File: src/rtl/sar_ctl_pkg.sv
package sar_ctl_pkg;

   localparam int CMD_LEN = 3;

   typedef enum logic [2:0] {
      PH_IDLE,
      PH_CMD,
      PH_SAMP,
      PH_CONV,
      PH_REPLAY,
      PH_DONE
   } phase_t;

   typedef struct packed {
      logic single_end;
      logic odd_sel;
      logic msb_only;
   } cmd_t;

endpackage

File: src/rtl/sar_ctl_seq.sv
module sar_ctl_seq
   import sar_ctl_pkg::*;
#(
   parameter int NBITS = 12,
   localparam int IW = $clog2(NBITS),
   localparam int CW = $clog2(CMD_LEN + 1)
) (
   input  logic          clk,
   input  logic          rst_n,
   input  logic          cs_n,
   input  logic          din,
   output phase_t        phase,
   output logic [IW-1:0] idx,
   output cmd_t          cmd
);

   localparam logic [IW-1:0] IDX_TOP = IW'(NBITS - 1);
   localparam logic [CW-1:0] CNT_LAST = CW'(CMD_LEN - 1);

   logic [CW-1:0] cnt;

   always_ff @(posedge clk or negedge rst_n) begin
      if (!rst_n) begin
         phase <= PH_IDLE;
         idx   <= '0;
         cnt   <= '0;
         cmd   <= '0;
      end else if (cs_n) begin
         phase <= PH_IDLE;
      end else begin
         case (phase)
            PH_IDLE: begin
               if (din) begin
                  phase <= PH_CMD;
                  cnt   <= '0;
               end
            end
            PH_CMD: begin
               case (cnt)
                  CW'(0):  cmd.single_end <= din;
                  CW'(1):  cmd.odd_sel    <= din;
                  default: cmd.msb_only   <= din;
               endcase
               cnt <= cnt + 1'b1;
               if (cnt == CNT_LAST) phase <= PH_SAMP;
            end
            PH_SAMP: begin
               phase <= PH_CONV;
               idx   <= IDX_TOP;
            end
            PH_CONV: begin
               if (idx == '0) begin
                  if (cmd.msb_only) begin
                     phase <= PH_DONE;
                  end else begin
                     phase <= PH_REPLAY;
                     idx   <= IW'(1);
                  end
               end else begin
                  idx <= idx - 1'b1;
               end
            end
            PH_REPLAY: begin
               if (idx == IDX_TOP) phase <= PH_DONE;
               else                idx   <= idx + 1'b1;
            end
            PH_DONE: phase <= PH_DONE;
            default: phase <= PH_IDLE;
         endcase
      end
   end

endmodule

File: src/rtl/sar_ctl_reg.sv
module sar_ctl_reg
   import sar_ctl_pkg::*;
#(
   parameter int NBITS = 12,
   localparam int IW = $clog2(NBITS)
) (
   input  logic             clk,
   input  logic             rst_n,
   input  logic             cs_n,
   input  phase_t           phase,
   input  logic [IW-1:0]    idx,
   input  logic             cmp_hi,
   output logic [NBITS-1:0] sar,
   output logic [NBITS-1:0] trial_code
);

   always_ff @(posedge clk or negedge rst_n) begin
      if (!rst_n) begin
         sar <= '0;
      end else if (!cs_n) begin
         if (phase == PH_SAMP)      sar      <= '0;
         else if (phase == PH_CONV) sar[idx] <= cmp_hi;
      end
   end

   always_comb begin
      trial_code = sar;
      if (phase == PH_CONV) trial_code[idx] = 1'b1;
   end

endmodule

File: src/rtl/sar_ctl_dout.sv
module sar_ctl_dout
   import sar_ctl_pkg::*;
#(
   parameter int NBITS = 12,
   parameter bit DOUT_ON_FALL = 1'b1,
   localparam int IW = $clog2(NBITS)
) (
   input  logic             clk,
   input  logic             rst_n,
   input  logic             cs_n,
   input  phase_t           phase,
   input  logic [IW-1:0]    idx,
   input  logic             cmp_hi,
   input  logic [NBITS-1:0] sar,
   output logic             dout
);

   logic shown;

   always_ff @(posedge clk or negedge rst_n) begin
      if (!rst_n) begin
         shown <= 1'b0;
      end else if (cs_n) begin
         shown <= 1'b0;
      end else begin
         case (phase)
            PH_CONV:   shown <= cmp_hi;
            PH_REPLAY: shown <= sar[idx];
            default:   shown <= 1'b0;
         endcase
      end
   end

   generate
      if (DOUT_ON_FALL) begin : g_fall
         logic dout_q;
         always_ff @(negedge clk or negedge rst_n) begin
            if (!rst_n) dout_q <= 1'b0;
            else        dout_q <= shown;
         end
         assign dout = dout_q;
      end else begin : g_rise
         assign dout = shown;
      end
   endgenerate

endmodule

File: src/rtl/sar_serial_ctl.sv
module sar_serial_ctl
   import sar_ctl_pkg::*;
#(
   parameter int NBITS = 12,
   parameter bit DOUT_ON_FALL = 1'b1
) (
   input  logic             clk,
   input  logic             rst_n,
   input  logic             cs_n,
   input  logic             din,
   input  logic             cmp_hi,
   output logic             dout,
   output logic             dout_oe,
   output logic [1:0]       mux_sel,
   output logic [NBITS-1:0] trial_code
);

   localparam int IW = $clog2(NBITS);

   generate
      if (NBITS < 2 || NBITS > 32) begin : g_bad_width
         $error("sar_serial_ctl: NBITS must be within 2..32");
      end
   endgenerate

   phase_t          phase;
   logic [IW-1:0]   idx;
   cmd_t            cmd;
   logic [NBITS-1:0] sar;

   sar_ctl_seq #(.NBITS(NBITS)) seq_i (
      .clk   (clk),
      .rst_n (rst_n),
      .cs_n  (cs_n),
      .din   (din),
      .phase (phase),
      .idx   (idx),
      .cmd   (cmd)
   );

   sar_ctl_reg #(.NBITS(NBITS)) reg_i (
      .clk        (clk),
      .rst_n      (rst_n),
      .cs_n       (cs_n),
      .phase      (phase),
      .idx        (idx),
      .cmp_hi     (cmp_hi),
      .sar        (sar),
      .trial_code (trial_code)
   );

   sar_ctl_dout #(.NBITS(NBITS), .DOUT_ON_FALL(DOUT_ON_FALL)) dout_i (
      .clk    (clk),
      .rst_n  (rst_n),
      .cs_n   (cs_n),
      .phase  (phase),
      .idx    (idx),
      .cmp_hi (cmp_hi),
      .sar    (sar),
      .dout   (dout)
   );

   assign mux_sel = {cmd.single_end, cmd.odd_sel};
   assign dout_oe = ~cs_n;

endmodule

File: config.mk
export PLATFORM = sky130hd
export DESIGN_NAME = sar_serial_ctl
export DESIGN_NICKNAME = d
export VERILOG_FILES = /design/src/rtl/sar_ctl_pkg.sv /design/src/rtl/sar_ctl_seq.sv /design/src/rtl/sar_ctl_reg.sv /design/src/rtl/sar_ctl_dout.sv /design/src/rtl/sar_serial_ctl.sv
export SDC_FILE = /design/constraint.sdc
export NUM_CORES = 1
export LEC_CHECK = 0
export BUFFER_PORTS_ARGS = -buffer_cell sky130_fd_sc_hd__buf_2
export CAP_MARGIN = 10
export CORE_ASPECT_RATIO = 0.7
export CORE_MARGIN = 8
export CORE_UTILIZATION = 29
export CTS_BUF_LIST = sky130_fd_sc_hd__clkbuf_8
export DETAILED_ROUTE_END_ITERATION = 8
export SKIP_LAST_GASP = 1
export SLEW_MARGIN = 20
export SYNTH_ARGS = -nofsm -noshare
export SYNTH_HDL_FRONTEND = slang
export SYNTH_HIERARCHICAL = 1
export SYNTH_SLANG_ARGS = --single-unit
File: constraint.sdc
create_clock -name clk -period 2.2 [get_ports clk]
set_clock_uncertainty 0.05 [all_clocks]
set_input_delay 0.44 -clock clk [delete_from_list [all_inputs] [get_ports clk]]
set_output_delay 0.44 -clock clk [all_outputs]
set_load 0.02 [all_outputs]
After elaboration in Yosys (flattened, before gate mapping):

Index checks and enable logic that the tools add are counted.

* word-level logic and storage cells: 70
* bits of input ports: 5
* bits in registers: 26

* muxes and demuxes: 23
* eq/ne operators: 15
* magnitude comparators: 2
* reductions and logical operators: 15
* add/sub/neg operators: 3
* bitwise gates (word level): 3

Operator list (count)
* $mux W12: 3
* $pmux W3 S6: 1
* $mux W3: 5
* $bwmux W12: 1
* $mux W4: 3
* $ne A3 B3 Y1 const B: 4
* $or A12 B12 Y12: 1
* $pmux W4 S3: 1
* $reduce_and A3 Y1: 4
* $reduce_and A4 Y1: 2
* $eq A3 B2 Y1 const B: 2
* $eq A3 B3 Y1 const B: 2
* $lt A4 B5 Y1 const B: 1
* $add A4 B1 Y4 const B: 1
* $bmux W1 S4: 1
* $demux W1 S4: 1
* $eq A4 B4 Y1 const B: 1
* $ge A4 B1 Y1 const B: 1
* $logic_not A4 Y1: 1
* $mux W1: 4
* $ne A2 B2 Y1 const B: 2
* $pmux W2 S2: 1
* $reduce_bool A2 Y1: 2
* $sub A4 B1 Y4 const B: 1
* 14 further kinds: 15

Depth between registers and ports, before layout:

Gate-level depths: netlist (run 1).

* depth in word-level cells: 7
* depth in mapped cells: 6
* depth with buffers taken out: 6

By module:

Netlist (run 1), hierarchy kept.

Modules (own cells, without submodules)
* sar_ctl_seq: area each 815.8 um2, times used 1, cells an instance 82
* sar_ctl_reg: area each 804.5 um2, times used 1, cells an instance 77
* sar_ctl_dout: area each 182.7 um2, times used 1, cells an instance 16
* sar_serial_ctl: area each 3.8 um2, times used 1, cells an instance 1

==> summary.md, run 1 <==
| Metric | Value |
|---|---|
| Status | finished with violations |
| Failing checks | setup timing |
| CTS tree | done |
| Buffer and inverter count on the worst path | 1 |
| Critical Path Slowest Stage Cell | dfrtn_1 |
| Internal Power | 1170 uW |
| Post-synth EDFFs | 0 |
| Worst Max-Slew Pin Slew | 551 ps |
| Commonest non-fill, non-tap cells in the layout | nand2_1, dfrtp_1, buf_2 |
| Area of the multi-input gates | 1090 sq um |
| Register area | 654 sq um |
| Cell count after synthesis | 176 |
| Share of cells above drive strength 1 | 33.0% |
| CTS Hold Bufs | 0 |
| Hold Path Class | input port to asynchronous set/reset pin |
| Yosys warnings | 6 |
| Switch Pwr | 716 uW |
| Total CTS buffers | 3 |
| Hpwl dp | 3220 um |
| WL final | 4400 um |
| Place WS | 94.7 ps |
| Clk pwr share | 21.7% |
| Post-Synthesis Cell Area | 1810 sq um |
| Worst endpoint required time | 1710 ps |
| Crit path max-delay family | flip-flops |
| CTS Buffer Depth | 2 |
| Main synth FF type | dfrtp_1 |
| WL/cell | 15.7 um |
| Vias in the first global route | 1,438 |
| Clock Latency Late Sink | 280 ps |
| Antenna violation net count after detailed routing | 0 |
| CP Cell Sequence | buf_6 |
| Drt drc | 0 |
| Reg2Reg Setup Slack | 220 ps |
| Pins Over Slew Limit | 0 |
| CP Capture Type | output pin |
| Yosys cell types | 52 |
| Placement row count | 24 |
| Syn Area/Cell | 10.3 sq um |
| Antenna diodes | 0 |
| Nature of the critical path startpoint | register |
| FF+latch count, synth | 26 |
| # IOs | 21 |
| Initial antenna violation count | 0 |
| CTS clk-pin slew, worst paths | 100 ps |
| Largest net degree at the start of global routing | 26 |
| Final Setup Violations | 1 |
| RR Endpoint | seq_i/idx[0] |
| Die area | 9050 sq um |
| Arrival @ worst endpoint | 1900 ps |
| Starting utilization of the core area | 29.5% |
| Post-synth ARST share | 100% |
| Worst slew margin | 63.2% |
| H-tree levels | 1 |
| Congestion Overflow GR | 0 |
| First-pass GRT wire length | 7330 um |
| Worst Path Max Fanout | 1 |
| DRT iter0 DRCs | 51 |
| Endpoints failing hold | 0 |
| Gr usage total | 10.2% |
| Max Cap Viol | 0 |
| Final net count | 215 |
| Core Area | 6130 sq um |
| Crit Path Class | register to output pin |
| Routed vias/inst | 5.32 |
| Leakage | 0.00107 uW |
| Worst Hold Slack | 161 ps |
| Height of the die | 82.0 um |
| Area Growth Syn to Fin | 18.3% |
| Pwr/cell area | 884 nW/um^2 |
| Via count | 1,495 |
| Logic gate share of total power | 41.3% |
| Setup Buffers After CTS | 0 |
| Final GP Congestion | 0.819 |
| Sw Share | 37.9% |
| Reg2reg path depth | 6 |
| Clock Sinks | 26 |
| Stages on worst setup path | 1 |
| CTS root buf | clkbuf_8 |
| Die width | 110 um |
| Drt first pass iters | 4 |
| Fillers | 648 |
| Reg power frac | 37.0% |
| Port Buf Inserts | 20 |
| Setup slack after layout | -191 ps |
| Synthesized Nets | 187 |
| RSZ-0062 raised after global routing | true |
| Setup TNS | -191 ps |
| Max incr delay on CP | 410 ps |
| Register area share after synthesis | 36.0% |
| Peak supply drop | 0.000305 V |
| FF-to-FF Start | seq_i/idx[1] |
worst max path at each step:
stage                 startpoint            to  slack, ps
finish               dout_i/dout          dout       -190
global route         dout_i/dout          dout       -220
CTS                  dout_i/dout          dout       -200
detailed placement   dout_i/dout          dout         90
global placement     dout_i/dout          dout         90
floorplan           seq_i/idx[0]  seq_i/idx[0]        130
what timing repair did:
| item | in CTS | in global routing |
|---|---|---|
| gates resized for setup | 6 | 8 |
| endpoints found under the setup margin | 7 | 12 |
| hold endpoints to repair | 0 | 0 |
| pin swaps | 0 | 1 |
synthesized netlist by cell type (all sizes together), types with 2 or more instances:
master	number	area, sq um
inv	7	26.3
nor3b	4	51.3
clkbuf	2	8.75
mux4	2	48.8
nand2	23	93.8
nand4b	4	35.0
nor3	5	25.0
and4bb	2	25.0
nor4b	3	41.3
nor2b	2	12.5
a21oi	5	28.8
a31o	5	43.8
o41ai	2	17.5
a21o	6	45.0
dfrtp	25	626
mux2	5	60.1
nand3	6	30.0
nor2	7	26.3
mux2i	16	160
buf	6	55.1
ha	6	75.1
nand3b	5	37.5
o21ai	7	35.0
and2b	2	15.0
cell type report:
class	count	share of cell area [%]
Clock inverter	1	1.41
Timing Repair Buffer	31	9.02
Clock buffer	3	1.93
Inverter	7	1.23
Tap cell	78	4.57
Multi-Input combinational cell	135	51.2
Sequential cell	26	30.6
power groups by stage:
stage          Combinational, uW  Sequential (uW)  Clock [uW]
6_report                     781              699         410
3_3_place_gp                 756              700           0
4_1_cts                      770              696         424
3_5_place_dp                 761              705           0
2_1_floorplan                483              744           0
5_1_grt                      865              721         438
metrics by stage:
step / cells / utilization [%] / total power, uW / instance area [sq um]
after CTS: 281 / 34.5 / 1890 / 2110
after global placement: 277 / 33.0 / 1460 / 2020
final: 281 / 34.9 / 1890 / 2140
after global routing: 281 / 34.9 / 2020 / 2140
after detailed placement: 277 / 33.0 / 1470 / 2020
after floorplan: 176 / - / 1230 / 1810
routing by layer:
layer  track usage (%)  part of all wire [%]
met3              2.27                   4.5
met1              14.5                    50
met2              15.1                    44
met5                 0                     0
met4              2.78                  0.93
cells by family (layout without fill, tap and decap cells):
kind of cell | after synthesis | after routing | share of synthesized area (%)
multiplexers | 23 | 23 | 14.9
adder cells (fa/ha/maj) | 6 | 6 | 4.16
AND/OR/NAND/NOR | 71 | 71 | 25.8
buffers and inverters | 15 | 42 | 4.99
flip-flops | 26 | 26 | 36.0
AO/OA/AOI/OAI | 35 | 35 | 14.1
registers in the layout, indices dropped and copies added, names as in the netlist:
signal        cells
seq_i/cnt         2
seq_i/phase       3
reg_i/sar        12
dout_i/dout       1
seq_i/idx         4
dout_i/shown      1
seq_i/cmd         3
Note: power is estimated with default switching activity, not from simulation.
==> inputs of run 2 (changes only) <==
--- a/config.mk
+++ b/config.mk
@@ -7,11 +7,14 @@
 export LEC_CHECK = 0
 export BUFFER_PORTS_ARGS = -buffer_cell sky130_fd_sc_hd__buf_2
 export CAP_MARGIN = 10
+export CELL_PAD_IN_SITES_DETAIL_PLACEMENT = 0
+export CELL_PAD_IN_SITES_GLOBAL_PLACEMENT = 1
 export CORE_ASPECT_RATIO = 0.7
 export CORE_MARGIN = 8
 export CORE_UTILIZATION = 29
 export CTS_BUF_LIST = sky130_fd_sc_hd__clkbuf_8
 export DETAILED_ROUTE_END_ITERATION = 8
+export PLACE_DENSITY_LB_ADDON = 0.1
 export SKIP_LAST_GASP = 1
 export SLEW_MARGIN = 20
 export SYNTH_ARGS = -nofsm -noshare
==> run 2 against run 1 <==
  * The run still ends with setup timing left
  * Hold slack got worse by 49 ps
  * Clock-buffer cell count is the same
  * First-iteration DRC count is 67% higher
  * Register-to-register slack lost 40 ps
==> summary.md, run 2 (synthesis gave the netlist of run 1 again) <==
| Metric | Value |
|---|---|
| Status | finished with violations |
| Failing checks | setup timing |
| Clock Latency Late Sink | 270 ps |
| Congestion Overflow GR | 0 |
| Setup slack after layout | -189 ps |
| Final net count | 217 |
| Max reg flops | 12 |
| Starting utilization of the core area | 29.5% |
| Reg2Reg Setup Slack | 180 ps |
| DP Area | 2040 sq um |
| Power Total | 1770 uW |
| Gr usage total | 11.2% |
| Antenna violation net count after detailed routing | 0 |
| Reg2reg path depth | 6 |
| Placement row count | 24 |
| CP startpoint | dout_i/dout |
| CTS clk-pin slew, worst paths | 90 ps |
| DRT iter0 DRCs | 85 |
| CP Cell Sequence | buf_6 |
| # IOs | 21 |
| Leakage | 0.00106 uW |
| Hpwl dp | 3520 um |
| Final GP Congestion | 0.754 |
| CTS Hold Bufs | 0 |
| CTS root buf | clkbuf_8 |
| H-tree levels | 1 |
| Arrival @ worst endpoint | 1900 ps |
| Buffer and inverter count on the worst path | 1 |
| Core Area | 6130 sq um |
| Vias in the first global route | 1,539 |
| First-pass GRT wire length | 8050 um |
| Stages on worst setup path | 1 |
| Antenna diodes | 0 |
| Drt first pass iters | 4 |
| Worst Path Max Fanout | 1 |
| Via count | 1,509 |
| Die width | 110 um |
| Crit path max-delay family | flip-flops |
| Finished Cell Area | 2100 sq um |
| Largest net degree at the start of global routing | 26 |
| FF-to-FF Start | seq_i/idx[0] |
| Share of cells above drive strength 1 | 30.7% |
| Port Buf Inserts | 20 |
| Leading cell type in the layout, fill and taps excluded | dfrtp_1 |
| Area Growth Syn to Fin | 16.3% |
| Max incr delay on CP | 400 ps |
| CP Capture Type | output pin |
| Worst endpoint required time | 1710 ps |
| Worst Max-Slew Pin Slew | 556 ps |
| Total CTS buffers | 3 |
| Worst slew margin | 62.8% |
| Routed vias/inst | 5.33 |
| RR Endpoint | seq_i/idx[0] |
| Nature of the critical path startpoint | register |
| Reg with most FFs | reg_i/sar |
| Clock Sinks | 26 |
| Hold Path Class | input port to asynchronous set/reset pin |
| Pwr/cell area | 844 nW/um^2 |
| Reg power frac | 40.6% |
| Switch Pwr | 725 uW |
| Pins Over Slew Limit | 0 |
| Peak supply drop | 0.000267 V |
| CTS tree | done |
| Commonest non-fill, non-tap cells in the layout | dfrtp_1, nand2_1, buf_2 |
| WL final | 4830 um |
| Max Cap Viol | 0 |
| WL/cell | 17.0 um |
| Final Setup Violations | 6 |
| Sw Share | 40.9% |
| Worst Hold Slack | 112 ps |
| Initial antenna violation count | 0 |
| CP endpoint | dout |
| Critical Path Slowest Stage Cell | dfrtn_1 |
| Internal Power | 1050 uW |
| Die area | 9050 sq um |
| CTS Buffer Depth | 2 |
| Top flop regs | reg_i/sar: 12 flops, seq_i/idx: 4 flops |
| Logic gate share of total power | 43.7% |
| Setup Buffers After CTS | 0 |
| Height of the die | 82.0 um |
| Place WS | 95.1 ps |
| Drt drc | 0 |
| Clk pwr share | 15.7% |
| RSZ-0062 raised after global routing | true |
| Crit Path Class | register to output pin |
| Endpoints failing hold | 0 |
run 2: cell types whose count changed in the layout (fill, tap and decap cells not counted):
cell       previous run  this run
and4bb_2              1         2
dfrtp_2               3         0
inv_1                 7         8
and4bb_4              1         0
nor4b_1               1         2
buf_4                10        12
and2b_2               1         0
bufinv_16             1         0
and2b_1               1         2
nor2b_4               2         0
nor4b_2               1         0
nor2b_2               0         2
dfrtp_1              22        25
run 2: routing by layer:
| metal | vias up | part of all wire (%) | global-route usage [%] |
|---|---|---|---|
| li1 | 712 | - | - |
| met1 | 760 | 50 | 15.4 |
| met2 | 31 | 45 | 17.1 |
| met3 | 6 | 3.7 | 3.06 |
| met4 | 0 | 1.1 | 2.65 |
| met5 | - | 0 | 0 |
run 2: how the worst min path moves through the flow:
stage                     cells after the start  startpoint            to
after global routing                          2       rst_n  seq_i/idx[0]
after detailed placement                      2       rst_n  seq_i/idx[0]
after global placement                        2       rst_n  seq_i/idx[1]
after CTS                                     2       rst_n  seq_i/idx[0]
after floorplan                               0       rst_n  dout_i/shown
final                                         2       rst_n  reg_i/sar[0]
run 2: what timing repair did:
| action | 4_1_cts | 5_1_grt |
|---|---|---|
| gates cloned | 0 | 0 |
| gates resized for setup | 4 | 2 |
| endpoints found under the setup margin | 11 | 11 |
run 2: cell type report:
cell class | instances | area [sq um]
Clock buffer | 3 | 41.3
Sequential cell | 26 | 651
Inverter | 7 | 26.3
Tap cell | 78 | 97.6
Fill cell | 648 | 4030
Multi-Input combinational cell | 135 | 1070
Timing Repair Buffer | 33 | 208
Clock inverter | 1 | 3.75
run 2: per-stage QoR:
stage                     setup TNS, ps  util (%)  cells
final                              -319      34.3    283
after CTS                          -541      34.2    283
after floorplan                       0         -    176
after global placement                0      33.3    279
after detailed placement              0      33.3    279
after global routing              -1370      34.3    283
run 2: power by group through the flow:
stage	registers (uW)	logic, uW	clock network, uW
finish	721	775	278
global placement	721	755	0
CTS	717	774	299
detailed placement	727	764	0
floorplan	744	483	0
global route	742	850	316
==> inputs of run 3 (changes only) <==
--- a/config.mk
+++ b/config.mk
@@ -12,7 +12,6 @@
 export CORE_ASPECT_RATIO = 0.7
 export CORE_MARGIN = 8
 export CORE_UTILIZATION = 29
-export CTS_BUF_LIST = sky130_fd_sc_hd__clkbuf_8
 export DETAILED_ROUTE_END_ITERATION = 8
 export PLACE_DENSITY_LB_ADDON = 0.1
 export SKIP_LAST_GASP = 1
==> run 3 against run 2 <==
  * The run still ends with setup timing left
  * Sequential share of layout area unchanged
  * Via count down 0.13%
  * Register-to-register slack about the same
  * Critical path type unchanged
  * Largest power group unchanged
  * Highest routed layer unchanged
==> summary.md, run 3 (synthesis gave the netlist of run 1 again) <==
| Metric | Value |
|---|---|
| Fillers | 648 |
| Max Cap Viol | 0 |
| Commonest non-fill, non-tap cells in the layout | dfrtp_1, nand2_1, buf_2 |
| Stages on worst setup path | 1 |
| Total CTS buffers | 3 |
| Setup Buffers After CTS | 0 |
| Leakage | 0.00106 uW |
| Via count | 1,507 |
| Placed Cells | 279 |
| WL/cell | 17.0 um |
| Antenna diodes | 0 |
| Die area | 9050 sq um |
| Nature of the critical path startpoint | register |
| CTS clk-pin slew, worst paths | 90 ps |
| Final GP Congestion | 0.754 |
| Arrival @ worst endpoint | 1900 ps |
| Gr usage total | 11.2% |
| Port Buf Inserts | 20 |
| Finished Cell Area | 2100 sq um |
| Reg with most FFs | reg_i/sar |
| DP Area | 2040 sq um |
| Status | finished with violations |
| Antenna violation net count after detailed routing | 0 |
| Height of the die | 82.0 um |
| CTS root buf | clkbuf_8 |
| Reg2reg path depth | 6 |
| Starting utilization of the core area | 29.5% |
| Hpwl dp | 3520 um |
| CP Cell Sequence | buf_6 |
| Endpoints failing hold | 0 |
| Max incr delay on CP | 400 ps |
| Area of the multi-input gates | 1070 sq um |
| Crit Path Class | register to output pin |
| Reg2Reg Setup Slack | 180 ps |
| CTS tree | done |
| # IOs | 21 |
| Worst endpoint required time | 1710 ps |
| Final Setup Violations | 6 |
| Register area | 651 sq um |
| Drt first pass iters | 4 |
| CP startpoint | dout_i/dout |
| DRT iter0 DRCs | 87 |
| CTS Hold Bufs | 0 |
| Drt drc | 0 |
| Largest net degree at the start of global routing | 26 |
| RSZ-0062 raised after global routing | true |
| Buffer and inverter count on the worst path | 1 |
| Worst Hold Slack | 111 ps |
| Worst Max-Slew Pin Slew | 562 ps |
| Pins Over Slew Limit | 0 |
| Placement row count | 24 |
| Final net count | 217 |
| H-tree levels | 1 |
| Power Total | 1780 uW |
| WL final | 4820 um |
| Clock Latency Late Sink | 270 ps |
| Worst slew margin | 62.5% |
| Failing checks | setup timing |
| Congestion Overflow GR | 0 |
| Area Growth Syn to Fin | 16.3% |
| Peak supply drop | 0.000267 V |
| Pwr/cell area | 845 nW/um^2 |
| Top flop regs | reg_i/sar: 12 flops, seq_i/idx: 4 flops |
| Setup slack after layout | -189 ps |
| Vias in the first global route | 1,539 |
| CTS Buffer Depth | 2 |
| Routed vias/inst | 5.33 |
| Clock Sinks | 26 |
| CP endpoint | dout |
| RR Endpoint | seq_i/idx[0] |
| Crit path max-delay family | flip-flops |
| Setup TNS | -330 ps |
| Leading cell type in the layout, fill and taps excluded | dfrtp_1 |
| CP Capture Type | output pin |
| Core Area | 6130 sq um |
| FF-to-FF Start | seq_i/idx[0] |
| First-pass GRT wire length | 8050 um |
| Worst Path Max Fanout | 1 |
| Share of cells above drive strength 1 | 30.7% |
| Final std cells w/o fill | 283 |
| Die width | 110 um |
| Critical Path Slowest Stage Cell | dfrtn_1 |
| Initial antenna violation count | 0 |
| Hold Path Class | input port to asynchronous set/reset pin |
| Max reg flops | 12 |
## run 3: worst min-delay path by stage
stage                     slack (ps)      endpoint   from
final                            110  reg_i/sar[0]  rst_n
after global routing             140  seq_i/idx[0]  rst_n
after CTS                        130  seq_i/idx[0]  rst_n
after detailed placement         430  seq_i/idx[0]  rst_n
after global placement           440  seq_i/idx[1]  rst_n
after floorplan                   90  dout_i/shown  rst_n
## run 3: metal layers
metal,wire (um),up-vias,global-route usage [%],share of wire [%]
met5,0,-,0,0
met4,55,0,2.65,1.1
met1,2400,755,15.4,50
met2,2160,35,17.1,45
met3,204,6,3.06,4.2
li1,-,711,-,-
## run 3: through the flow
stage | setup WS [ps] | util [%]
after CTS | -200 | 34.2
after detailed placement | 95.1 | 33.3
after global placement | 84.7 | 33.3
final | -189 | 34.3
after global routing | -250 | 34.3
after floorplan | 128 | -
## run 3: where the power goes
| part | internal (uW) | switching (uW) |
|---|---|---|
| Clock | 130 | 151 |
| Combinational | 339 | 436 |
| Sequential | 583 | 136 |
| Total | 1050 | 723 |
## run 3: area by class of cell
cell class / count / share of cell area (%)
multi-input cells: 135 / 51.1
flip-flops and latches: 26 / 31.0
repair buffers: 33 / 9.89
well taps: 78 / 4.65
clock buffers: 4 / 2.14
inverters: 7 / 1.25
## run 3: repair_timing
item	4_1_cts	5_1_grt
cloned	0	0
endpoints found under the setup margin	11	11
gates resized for setup	4	2
